[config.mk]
export PLATFORM = sky130hd
export DESIGN_NAME = undo_log_queue
export DESIGN_NICKNAME = d
export VERILOG_FILES = /design/src/rtl/ulq_pkg.sv /design/src/rtl/ulq_mem.sv /design/src/rtl/ulq_log.sv /design/src/rtl/ulq_ctrl.sv /design/src/rtl/undo_log_queue.sv
export SDC_FILE = /design/constraint.sdc
export NUM_CORES = 1
export LEC_CHECK = 0
export BUFFER_PORTS_ARGS = -buffer_cell sky130_fd_sc_hd__buf_4
export CELL_PAD_IN_SITES_DETAIL_PLACEMENT = 0
export CELL_PAD_IN_SITES_GLOBAL_PLACEMENT = 1
export CORE_MARGIN = 3
export CORE_UTILIZATION = 55
export CTS_BUF_LIST = sky130_fd_sc_hd__clkbuf_2 sky130_fd_sc_hd__clkbuf_4 sky130_fd_sc_hd__clkbuf_8
export CTS_CLUSTER_SIZE = 10
export DETAILED_ROUTE_END_ITERATION = 6
export PLACE_DENSITY = 0.8
export SETUP_SLACK_MARGIN = 0.5
export SLEW_MARGIN = 5
export SYNTH_ARGS = -nofsm -noshare
export SYNTH_HDL_FRONTEND = slang
export SYNTH_SLANG_ARGS = --single-unit
[constraint.sdc]
create_clock -name clk -period 6.7 [get_ports clk]
set_input_delay 0.67 -clock clk [delete_from_list [all_inputs] [get_ports clk]]
set_output_delay 0.67 -clock clk [all_outputs]
set_load 0.02 [all_outputs]
[src/rtl/ulq_pkg.sv]
package ulq_pkg;

  typedef enum logic [1:0] {
    ST_IDLE   = 2'd0,
    ST_SPEC   = 2'd1,
    ST_REPLAY = 2'd2
  } ulq_state_e;

endpackage

[src/rtl/ulq_mem.sv]
module ulq_mem #(
  parameter int ADDR_W = 6,
  parameter int DATA_W = 16
) (
  input  logic              clk,
  input  logic              we,
  input  logic [ADDR_W-1:0] waddr,
  input  logic [DATA_W-1:0] wdata,
  input  logic [ADDR_W-1:0] raddr_a,
  output logic [DATA_W-1:0] rdata_a,
  input  logic [ADDR_W-1:0] raddr_b,
  output logic [DATA_W-1:0] rdata_b
);

  localparam int WORDS = 1 << ADDR_W;

  logic [DATA_W-1:0] words_q [WORDS];

  // storage array: no reset, write enabled per access
  always_ff @(posedge clk) begin
    if (we) begin
      words_q[waddr] <= wdata;
    end
  end

  assign rdata_a = words_q[raddr_a];
  assign rdata_b = words_q[raddr_b];

endmodule

[src/rtl/ulq_log.sv]
module ulq_log #(
  parameter int DEPTH  = 8,
  parameter int ADDR_W = 6,
  parameter int DATA_W = 16
) (
  input  logic              clk,
  input  logic              rst_ni,
  input  logic              push,
  input  logic [ADDR_W-1:0] push_addr,
  input  logic [DATA_W-1:0] push_data,
  input  logic              clear,
  input  logic              pop,
  input  logic [ADDR_W-1:0] match_addr,
  output logic              hit,
  output logic [DEPTH-1:0]  valid_vec,
  output logic [ADDR_W-1:0] pop_addr,
  output logic [DATA_W-1:0] pop_data
);

  logic [DEPTH-1:0]  valid_q, valid_d;
  logic [DEPTH-1:0]  match;
  logic [DEPTH-1:0]  free_sel;
  logic [DEPTH-1:0]  pop_sel;
  logic [ADDR_W-1:0] slot_addr [DEPTH];
  logic [DATA_W-1:0] slot_data [DEPTH];

  // lowest free slot and lowest occupied slot, one-hot
  assign free_sel = ~valid_q & (valid_q + DEPTH'(1));
  assign pop_sel  = valid_q & (~valid_q + DEPTH'(1));

  for (genvar g = 0; g < DEPTH; g++) begin : g_slot
    // every slot compares against the incoming address in parallel
    assign match[g] = valid_q[g] && (slot_addr[g] == match_addr);

    always_ff @(posedge clk) begin
      if (push && free_sel[g]) begin
        slot_addr[g] <= push_addr;
        slot_data[g] <= push_data;
      end
    end
  end

  assign hit = |match;

  always_comb begin
    pop_addr = '0;
    pop_data = '0;
    for (int i = 0; i < DEPTH; i++) begin
      if (pop_sel[i]) begin
        pop_addr = pop_addr | slot_addr[i];
        pop_data = pop_data | slot_data[i];
      end
    end
  end

  always_comb begin
    if (clear) begin
      valid_d = '0;
    end else begin
      valid_d = valid_q;
      if (push) valid_d = valid_d | free_sel;
      if (pop)  valid_d = valid_d & ~pop_sel;
    end
  end

  always_ff @(posedge clk or negedge rst_ni) begin
    if (!rst_ni) begin
      valid_q <= '0;
    end else if (clear || push || pop) begin
      valid_q <= valid_d;
    end
  end

  assign valid_vec = valid_q;

endmodule

[src/rtl/ulq_ctrl.sv]
module ulq_ctrl
  import ulq_pkg::*;
(
  input  logic clk,
  input  logic rst_ni,
  input  logic take,
  input  logic commit,
  input  logic rollback,
  input  logic st_valid,
  input  logic hit,
  input  logic full,
  input  logic empty,
  input  logic last,
  output logic spec,
  output logic busy,
  output logic flush_req,
  output logic overflow,
  output logic st_ready,
  output logic push,
  output logic clear,
  output logic pop
);

  ulq_state_e state_q, state_d;
  logic       ovf_q, ovf_d;
  logic       flush_q, flush_d;

  assign spec = (state_q == ST_SPEC);
  assign busy = (state_q == ST_REPLAY);

  assign st_ready = !busy && !(spec && (rollback || (full && !hit)));
  assign push     = spec && st_valid && st_ready && !hit && !commit;
  assign clear    = spec && commit && !rollback;
  assign pop      = busy && !empty;

  always_comb begin
    state_d = state_q;
    ovf_d   = ovf_q;
    flush_d = 1'b0;
    unique case (state_q)
      ST_IDLE: begin
        if (take && !commit && !rollback) state_d = ST_SPEC;
      end
      ST_SPEC: begin
        if (rollback) begin
          state_d = ST_REPLAY;
          ovf_d   = 1'b0;
          flush_d = 1'b1;
        end else if (commit) begin
          state_d = ST_IDLE;
          ovf_d   = 1'b0;
        end else if (st_valid && full && !hit) begin
          ovf_d   = 1'b1;
        end
      end
      ST_REPLAY: begin
        if (empty || last) state_d = ST_IDLE;
      end
      default: state_d = ST_IDLE;
    endcase
  end

  always_ff @(posedge clk or negedge rst_ni) begin
    if (!rst_ni) begin
      state_q <= ST_IDLE;
      ovf_q   <= 1'b0;
      flush_q <= 1'b0;
    end else begin
      state_q <= state_d;
      ovf_q   <= ovf_d;
      flush_q <= flush_d;
    end
  end

  assign overflow  = ovf_q;
  assign flush_req = flush_q;

endmodule

[src/rtl/undo_log_queue.sv]
module undo_log_queue #(
  parameter int ADDR_W    = 6,
  parameter int DATA_W    = 16,
  parameter int LOG_DEPTH = 8
) (
  input  logic              clk,
  input  logic              rst_n,
  input  logic              st_valid,
  input  logic [ADDR_W-1:0] st_addr,
  input  logic [DATA_W-1:0] st_data,
  output logic              st_ready,
  input  logic [ADDR_W-1:0] rd_addr,
  output logic [DATA_W-1:0] rd_data,
  input  logic              ckpt_take,
  input  logic              ckpt_commit,
  input  logic              ckpt_rollback,
  output logic              spec_active,
  output logic              busy,
  output logic              overflow,
  output logic              flush_req
);

  // reset: asserted asynchronously, released after two clean edges
  logic [1:0] rst_pipe_q;
  logic       rst_ni;

  always_ff @(posedge clk or negedge rst_n) begin
    if (!rst_n) rst_pipe_q <= 2'b00;
    else        rst_pipe_q <= {rst_pipe_q[0], 1'b1};
  end
  assign rst_ni = rst_pipe_q[1];

  logic [LOG_DEPTH-1:0] log_valid;
  logic                 log_hit, log_full, log_empty, log_last;
  logic                 do_push, do_clear, do_pop;
  logic [ADDR_W-1:0]    pop_addr;
  logic [DATA_W-1:0]    pop_data;
  logic [DATA_W-1:0]    old_word;
  logic                 store_acc;
  logic                 mem_we;
  logic [ADDR_W-1:0]    mem_waddr;
  logic [DATA_W-1:0]    mem_wdata;

  assign log_full  = &log_valid;
  assign log_empty = ~|log_valid;
  assign log_last  = !log_empty && ((log_valid & (log_valid - LOG_DEPTH'(1))) == '0);

  ulq_ctrl u_ctrl (
    .clk       (clk),
    .rst_ni    (rst_ni),
    .take      (ckpt_take),
    .commit    (ckpt_commit),
    .rollback  (ckpt_rollback),
    .st_valid  (st_valid),
    .hit       (log_hit),
    .full      (log_full),
    .empty     (log_empty),
    .last      (log_last),
    .spec      (spec_active),
    .busy      (busy),
    .flush_req (flush_req),
    .overflow  (overflow),
    .st_ready  (st_ready),
    .push      (do_push),
    .clear     (do_clear),
    .pop       (do_pop)
  );

  ulq_log #(
    .DEPTH  (LOG_DEPTH),
    .ADDR_W (ADDR_W),
    .DATA_W (DATA_W)
  ) u_log (
    .clk        (clk),
    .rst_ni     (rst_ni),
    .push       (do_push),
    .push_addr  (st_addr),
    .push_data  (old_word),
    .clear      (do_clear),
    .pop        (do_pop),
    .match_addr (st_addr),
    .hit        (log_hit),
    .valid_vec  (log_valid),
    .pop_addr   (pop_addr),
    .pop_data   (pop_data)
  );

  // replay owns the write port while busy; stores are stalled then
  assign store_acc = st_valid && st_ready;
  assign mem_we    = do_pop || store_acc;
  assign mem_waddr = do_pop ? pop_addr : st_addr;
  assign mem_wdata = do_pop ? pop_data : st_data;

  ulq_mem #(
    .ADDR_W (ADDR_W),
    .DATA_W (DATA_W)
  ) u_mem (
    .clk     (clk),
    .we      (mem_we),
    .waddr   (mem_waddr),
    .wdata   (mem_wdata),
    .raddr_a (rd_addr),
    .rdata_a (rd_data),
    .raddr_b (st_addr),
    .rdata_b (old_word)
  );

endmodule

-- After elaboration in Yosys (flattened, before gate mapping)
Memories as Yosys holds them, arrays and structs flattened.
Index checks and enable logic that the tools add are counted.
- output and inout bits: 21
- memories kept: 3
- memory bits (writable): 1200
- register bits after elaboration: 14
- logic and storage cells: 202
- input port bits: 34
- reduce and logical (&&, ||, !) cells: 65
- muxes and demuxes: 92
- bitwise gates (word level): 21
- equal/unequal tests: 13
- add/sub/neg operators: 3
- memory list (memory ; words ; width ; read ports ; clocked after Yosys merged registers in ; wr ports ; line ; text):
    u_mem.words_q ; 64 ; 16 ; 2 ; 0 ; 1 ; ulq_mem.sv:17 ; logic [DATA_W-1:0] words_q [WORDS];
    u_log.slot_data ; 8 ; 16 ; 8 ; 0 ; 1 ; ulq_log.sv:25 ; logic [DATA_W-1:0] slot_data [DEPTH];
    u_log.slot_addr ; 8 ; 6 ; 8 ; 0 ; 1 ; ulq_log.sv:24 ; logic [ADDR_W-1:0] slot_addr [DEPTH];
- operator list (kind ; count):
    16-bit two-way mux ; 16
    16-bit bitwise OR ; 7
    16-bit OR reduction ; 7
    6-bit two-way mux ; 16
    6-bit == test ; 8
    3-bit two-way mux ; 14
    6-bit bitwise OR ; 7
    6-bit OR reduction ; 7
    1-bit two-way mux ; 37
    8-bit AND ; 4
    1-bit logical AND ; 32
    8-bit two-way mux ; 4
    8-bit by 1-bit adder with 8-bit output (second input constant) ; 2
    8-bit NOT ; 2
    8-bit OR reduction ; 2
    8-bit logical NOT ; 1
    2-bit two-way mux ; 4
    8-bit bitwise OR ; 1
    8-bit AND reduction ; 1
    8-bit by 1-bit subtractor with 8-bit output (second input constant) ; 1
    1-bit logical NOT ; 6
    2-bit one-hot mux with 3 select lines ; 1
    1-bit logical OR ; 5
    3-bit != test (second input constant) ; 1
    other kinds (8) ; 8

-- Depth between registers and ports, before layout
- word-level depth: 23
- mapped depth: 10
- gate-level depth less buffers: 6

-- Modules after synthesis
Synthesis repeated with hierarchy kept, for this count alone.
- cell total of the unflattened synthesis: 3074
- area, all modules: 56158.9 sq um
- modules (own cells, without submodules) (module ; cells an instance ; seq. area each (sq um) ; instances ; area each (sq um)):
    ulq_mem ; 2550 ; 30749.5 ; 1 ; 48196.2
    ulq_log ; 459 ; 5485.3 ; 1 ; 7318.3
    undo_log_queue ; 43 ; 50.0 ; 1 ; 424.2
    ulq_ctrl ; 22 ; 100.1 ; 1 ; 220.2

-- Worst setup path before layout
Ideal clock, no wire load.
- kind: input to register
- start: in st_addr[1]
- end: mem u_log.slot_addr[6][0] (enable)
- arrival time: 4479 ps
- stages: 8
- path slack: 1764 ps
- data required time: 6243 ps
- library setup time: 457 ps
- buffers on the path: 3
- cell sequence: buf_2 buf_2 xor2_1 nor4_1 or4_1 buf_2 or4_4 nor4_1
- word-level cells in the longest chain between the ends: 23
- elaborated cells on any way between the ends: 71
- those cells by class: eq/ne: 8; mux: 30; reduce/logical: 33
- RTL lines (what ; line ; text):
    start, declared ; undo_log_queue.sv:9 ; input logic [ADDR_W-1:0] st_addr,
    6-bit == test ; ulq_log.sv:33 ; assign match[g] = valid_q[g] && (slot_addr[g] == match_addr);
    1-bit logical AND ; ulq_log.sv:33 ;
    8-bit OR reduction * ; ulq_log.sv:43 ; assign hit = |match;
    1-bit logical NOT * ; ulq_ctrl.sv:31, ulq_ctrl.sv:32 ;
    1-bit logical AND ; ulq_ctrl.sv:31 ; assign st_ready = !busy && !(spec && (rollback || (full && !hit)));
    1-bit logical OR ; ulq_ctrl.sv:31 ;
    1-bit logical AND ; ulq_ctrl.sv:31 ;
    1-bit logical NOT ; ulq_ctrl.sv:31 ;
    1-bit logical AND ; ulq_ctrl.sv:31 ;
    1-bit logical AND ; ulq_ctrl.sv:32 ; assign push = spec && st_valid && st_ready && !hit && !commit;
    1-bit logical AND * (2 in a row) ; ulq_ctrl.sv:32 ;
    1-bit logical AND ; ulq_log.sv:36 ; if (push && free_sel[g]) begin
    1-bit two-way mux ; ulq_log.sv:36 ;
    1-bit two-way mux (implied by the code) ; ulq_log.sv:37 ; slot_addr[g] <= push_addr;
    6-bit OR reduction (no source line) ; n/a ;
    3-bit two-way mux (no source line) / 1-bit two-way mux (equally long branches) (7 in a row) ; n/a ;
    end, declared ; ulq_log.sv:24 ;
Mark *: on every way between the ends. The rest lies on a longest branch, timed or not.

-- Worst setup path after layout
- start: reg u_log.valid_q[0], in the netlist u_log.valid_vec[0]
- end: mem u_mem.words_q[45][5] (enable)
- word-level cells in the longest chain between the ends: 19
- elaborated cells on any way between the ends: 34
- those cells by class: add/sub: 1; mux: 11; bitwise: 9; reduce/logical: 13
- RTL lines (what ; line ; text):
    start, declared ; ulq_log.sv:20 ; logic [DEPTH-1:0] valid_q, valid_d;
    start signal, assigned ; ulq_log.sv:70 ; valid_q <= valid_d;
    8-bit NOT ; ulq_log.sv:29 ; assign pop_sel = valid_q & (~valid_q + DEPTH'(1));
    8-bit by 1-bit adder with 8-bit output ; ulq_log.sv:29 ;
    8-bit AND ; ulq_log.sv:29 ;
    6-bit two-way mux ; ulq_log.sv:49 ; if (pop_sel[i]) begin
    6-bit bitwise OR ; ulq_log.sv:50 ; pop_addr = pop_addr | slot_addr[i];
    6-bit two-way mux ; ulq_log.sv:49 ;
    6-bit bitwise OR ; ulq_log.sv:50 ;
    6-bit two-way mux ; ulq_log.sv:49 ;
    (+3 left out) ; n/a ;
    6-bit two-way mux ; ulq_log.sv:49 ;
    6-bit bitwise OR ; ulq_log.sv:50 ;
    6-bit two-way mux ; ulq_log.sv:49 ;
    6-bit bitwise OR ; ulq_log.sv:50 ;
    6-bit two-way mux ; ulq_log.sv:49 ;
    6-bit bitwise OR ; ulq_log.sv:50 ;
    6-bit two-way mux ; ulq_log.sv:49 ;
    6-bit two-way mux ; undo_log_queue.sv:91 ; assign mem_waddr = do_pop ? pop_addr : st_addr;
    end, declared ; ulq_mem.sv:17 ;
Parallel ways exist; a longest one is shown, timed or not.

==> metrics <==
multi-input logic area=18500 sq um; Max-slew headroom=12.9%; CTS sink count=1214; DR vias/cell=7.28; FP Rows=115; Remaining DRCs=0; Yosys cell types=59; Clock Power Share=37.6%; Simple-Gate Fraction of Synth Area=2.33%; Finished Core Util=62.5%; Logic pwr share=between 10% and 20%; Hold/Removal Path Class=input pin to async pin; post-layout minimum cycle time=5150 ps; worst skew pair latency=about 880 ps; chip width=323 microns; mux cell area share after synthesis=26.2%; Final setup viols=0; vias in the first global route=about 31000; Syn Area/Cell=21.2 sq um; H-tree Lvls=4; first-pass GRT wire length=between 200000 and 250000 microns; die span in y=between 300 and 400 microns; count leader, synth=edfxtp_1; Root Buffer=clkbuf_8; Seq. cell area=~36000 sq um; final setup TNS=0 ps; Post-Syn Area=about 55000 sq um; RSZ-0062 raised after global routing=false; initial antenna violation count=5; crit path cell chain=or4_1, nor3b_4, a2111oi_2, a21oi_2, nand3_1, nor3_4; largest cells by area after synthesis=edfxtp_1, mux4_2, a22oi_1; Setup Skew=49.0 ps; Worst Setup Path Type=flip-flop to flip-flop; EDFF count, synth=between 1000 and 1500; Overflow after GRT=0; Worst-path clk slew=60 ps; Post-Synth Adder-Cell Area=less than 1%; post-DP HPWL=91300 microns; Max Freq=194 MHz; DR vias=30600; Async S/R FF share, synth=1.15%; sequential share of the synthesized area=66.0%; critical path data required time=just over 7000 ps; fin crit share=76.8%; Top Ports=55; cell area power density=about 260 nW/um^2; crit-path max cell delay=960 ps; CP endpoint kind=flip-flop; Synth area leader=edfxtp_1; FF+latch count, synth=1214; Most used DFF post-synth=edfxtp_1; fin nets=2800; maximum vdd drop=0.151 mV; die area=104000 sq um; total CTS buffers=about 200; routability cong.=0.876; syn nets=between 2000 and 3000; largest net degree at the start of global routing=122; fraction of layout cells with a size suffix above 1=42.2%; Final Power=around 16 mW; post-synthesis compound-gate area fraction=2.98%; post-CTS setup buffers=0; Initial Utilization=between 50% and 60%; CP max FO=59; max_cap viols=0; Pre-Repair DR Iteration Count=7; P_sw=4.00 mW; Post-DRT Antenna Nets=0; post-synth top area share=65.4%; routed len/inst=36.0 microns; Setup crit start kind=flip-flop; DP Cell Count=3852; drt total wl=~150000 microns; CP arrival=between 5000 and 6000 ps; Sw Share=24.6%; core box area=98900 sq um; Internal=about 12 mW; DRT iter0 DRCs=4433; fillers=6576; outcome=complete, no violations; Synth warnings=0; CTS tree=built; Gates resized, CTS repair=0; Syn-to-layout area delta=12.2%; GRT Total Usage=30.0%; Synth top cells by count=edfxtp_1, mux4_2, clkbuf_1; Seq pwr share=52.3%; slowest CP cell=nor3b_4; Synth Instances=2597; Final Slew Violations=0; Worst Tran Pin Value=1300 ps; Lkg Pwr=19.1 nW; I/O Buffers=between 50 and 60; clk buf depth=3; XOR/XNOR Fraction of Synth Area=0.763%; Reg2Reg Setup Slack=1550 ps; CTS Hold Buffers Added=3; combinational family with the most area after synthesis=multiplexers; non-filler cells, final=4204; Final Hold Fails=0
## final timing paths
check,from,endpoint,cells after the start
worst max-delay path,u_log.valid_vec[0],u_mem.words_q[45][5],6
worst min-delay path,rst_n,rst_pipe_q[0],2
worst max register to register,u_log.valid_vec[0],u_mem.words_q[45][5],6
worst min register to register,rst_pipe_q[1],u_log.valid_vec[5],0
max in group asynchronous,rst_pipe_q[1],u_log.valid_vec[0],0
min in group clk,st_valid,u_ctrl.overflow,3
## flip-flops by register name (all words and copies together), names as in the netlist
register          cells
u_ctrl.overflow       1
u_mem.words_q      1024
rst_pipe_q            2
u_log.slot_data     128
u_ctrl.flush_req      1
u_log.slot_addr      48
u_log.valid_vec       8
u_ctrl.state_q        2
## cells in the final DEF (no fill, tap or decap), types with 4 or more instances in the layout
master,instances
nor4_1,4
xor2_1,12
nand2b_1,8
nand4_1,13
buf_8,4
nor2_1,30
edfxtp_1,1200
clkinvlp_4,4
o21ai_1,5
clkbuf_4,61
dfrtp_1,13
inv_6,4
and2_1,4
clkinv_2,19
buf_12,11
a31oi_4,17
a21oi_1,7
o22ai_1,4
a22o_1,5
xnor2_1,36
buf_4,169
nor3_2,39
nand3b_1,4
nand2_1,84
o32ai_1,5
clkbuf_8,198
nand3_1,12
nor2b_1,4
diode_2,4
nor3_1,5
a221oi_1,22
clkinv_1,49
a221o_1,21
nor4_2,26
nor3_4,5
o21ai_0,23
inv_1,8
mux4_2,640
a22oi_1,80
## worst max-delay path, delay by kind of cell (launching register included)
family	cells	cell delay [ps]
compound gates	2	990
flops	1	760
simple gates	4	2980
## per-layer routing
metal  share of wire [%]  GRT usage (%)  wire length (microns)  vias to the layer above
li1                    -              -                      -                    11800
met1                  37           43.3                  56100                    16300
met2                  46           44.2                  70300                     2096
met3                  13           8.33                  19100                      312
met4                 3.9           12.1                   5970                        4
met5               0.015              0                     23                        -
## power by group through the flow
stage	Clock (mW)	Combinational, mW	Sequential, mW
finish	6.13	1.64	8.51
global route	6.55	1.73	8.51
CTS	6.22	1.62	8.51
detailed placement	0	1.62	8.67
global placement	0	1.58	8.66
floorplan	0	1.05	8.63
## stage by stage
step	worst slack, ps	hold WS, ps	cell area, sq um
2_1_floorplan	1760	147	55100
3_3_place_gp	1390	231	58000
3_5_place_dp	1440	253	58100
4_1_cts	1400	44.2	61800
5_1_grt	1310	109	61800
6_report	1550	137	61800
## cell type report
cell class,count,share of cell area (%)
diodes,4,0.0162
clock buffers,259,5.15
clock inverters,85,0.836
inverters,8,0.0486
multi-input cells,1159,29.9
flip-flops and latches,1214,58.9
well taps,1287,2.60
repair buffers,188,2.57
## logic make-up after synthesis
family,after synthesis
AOI/OAI and AO/OA,214
xor gates and xnor gates,48
adders and majority gates,2
buffers and inverters,224
DFF,1214
muxes,640
other,1
and+or+nand+nor,254
Note: power is estimated with default switching activity, not from simulation.
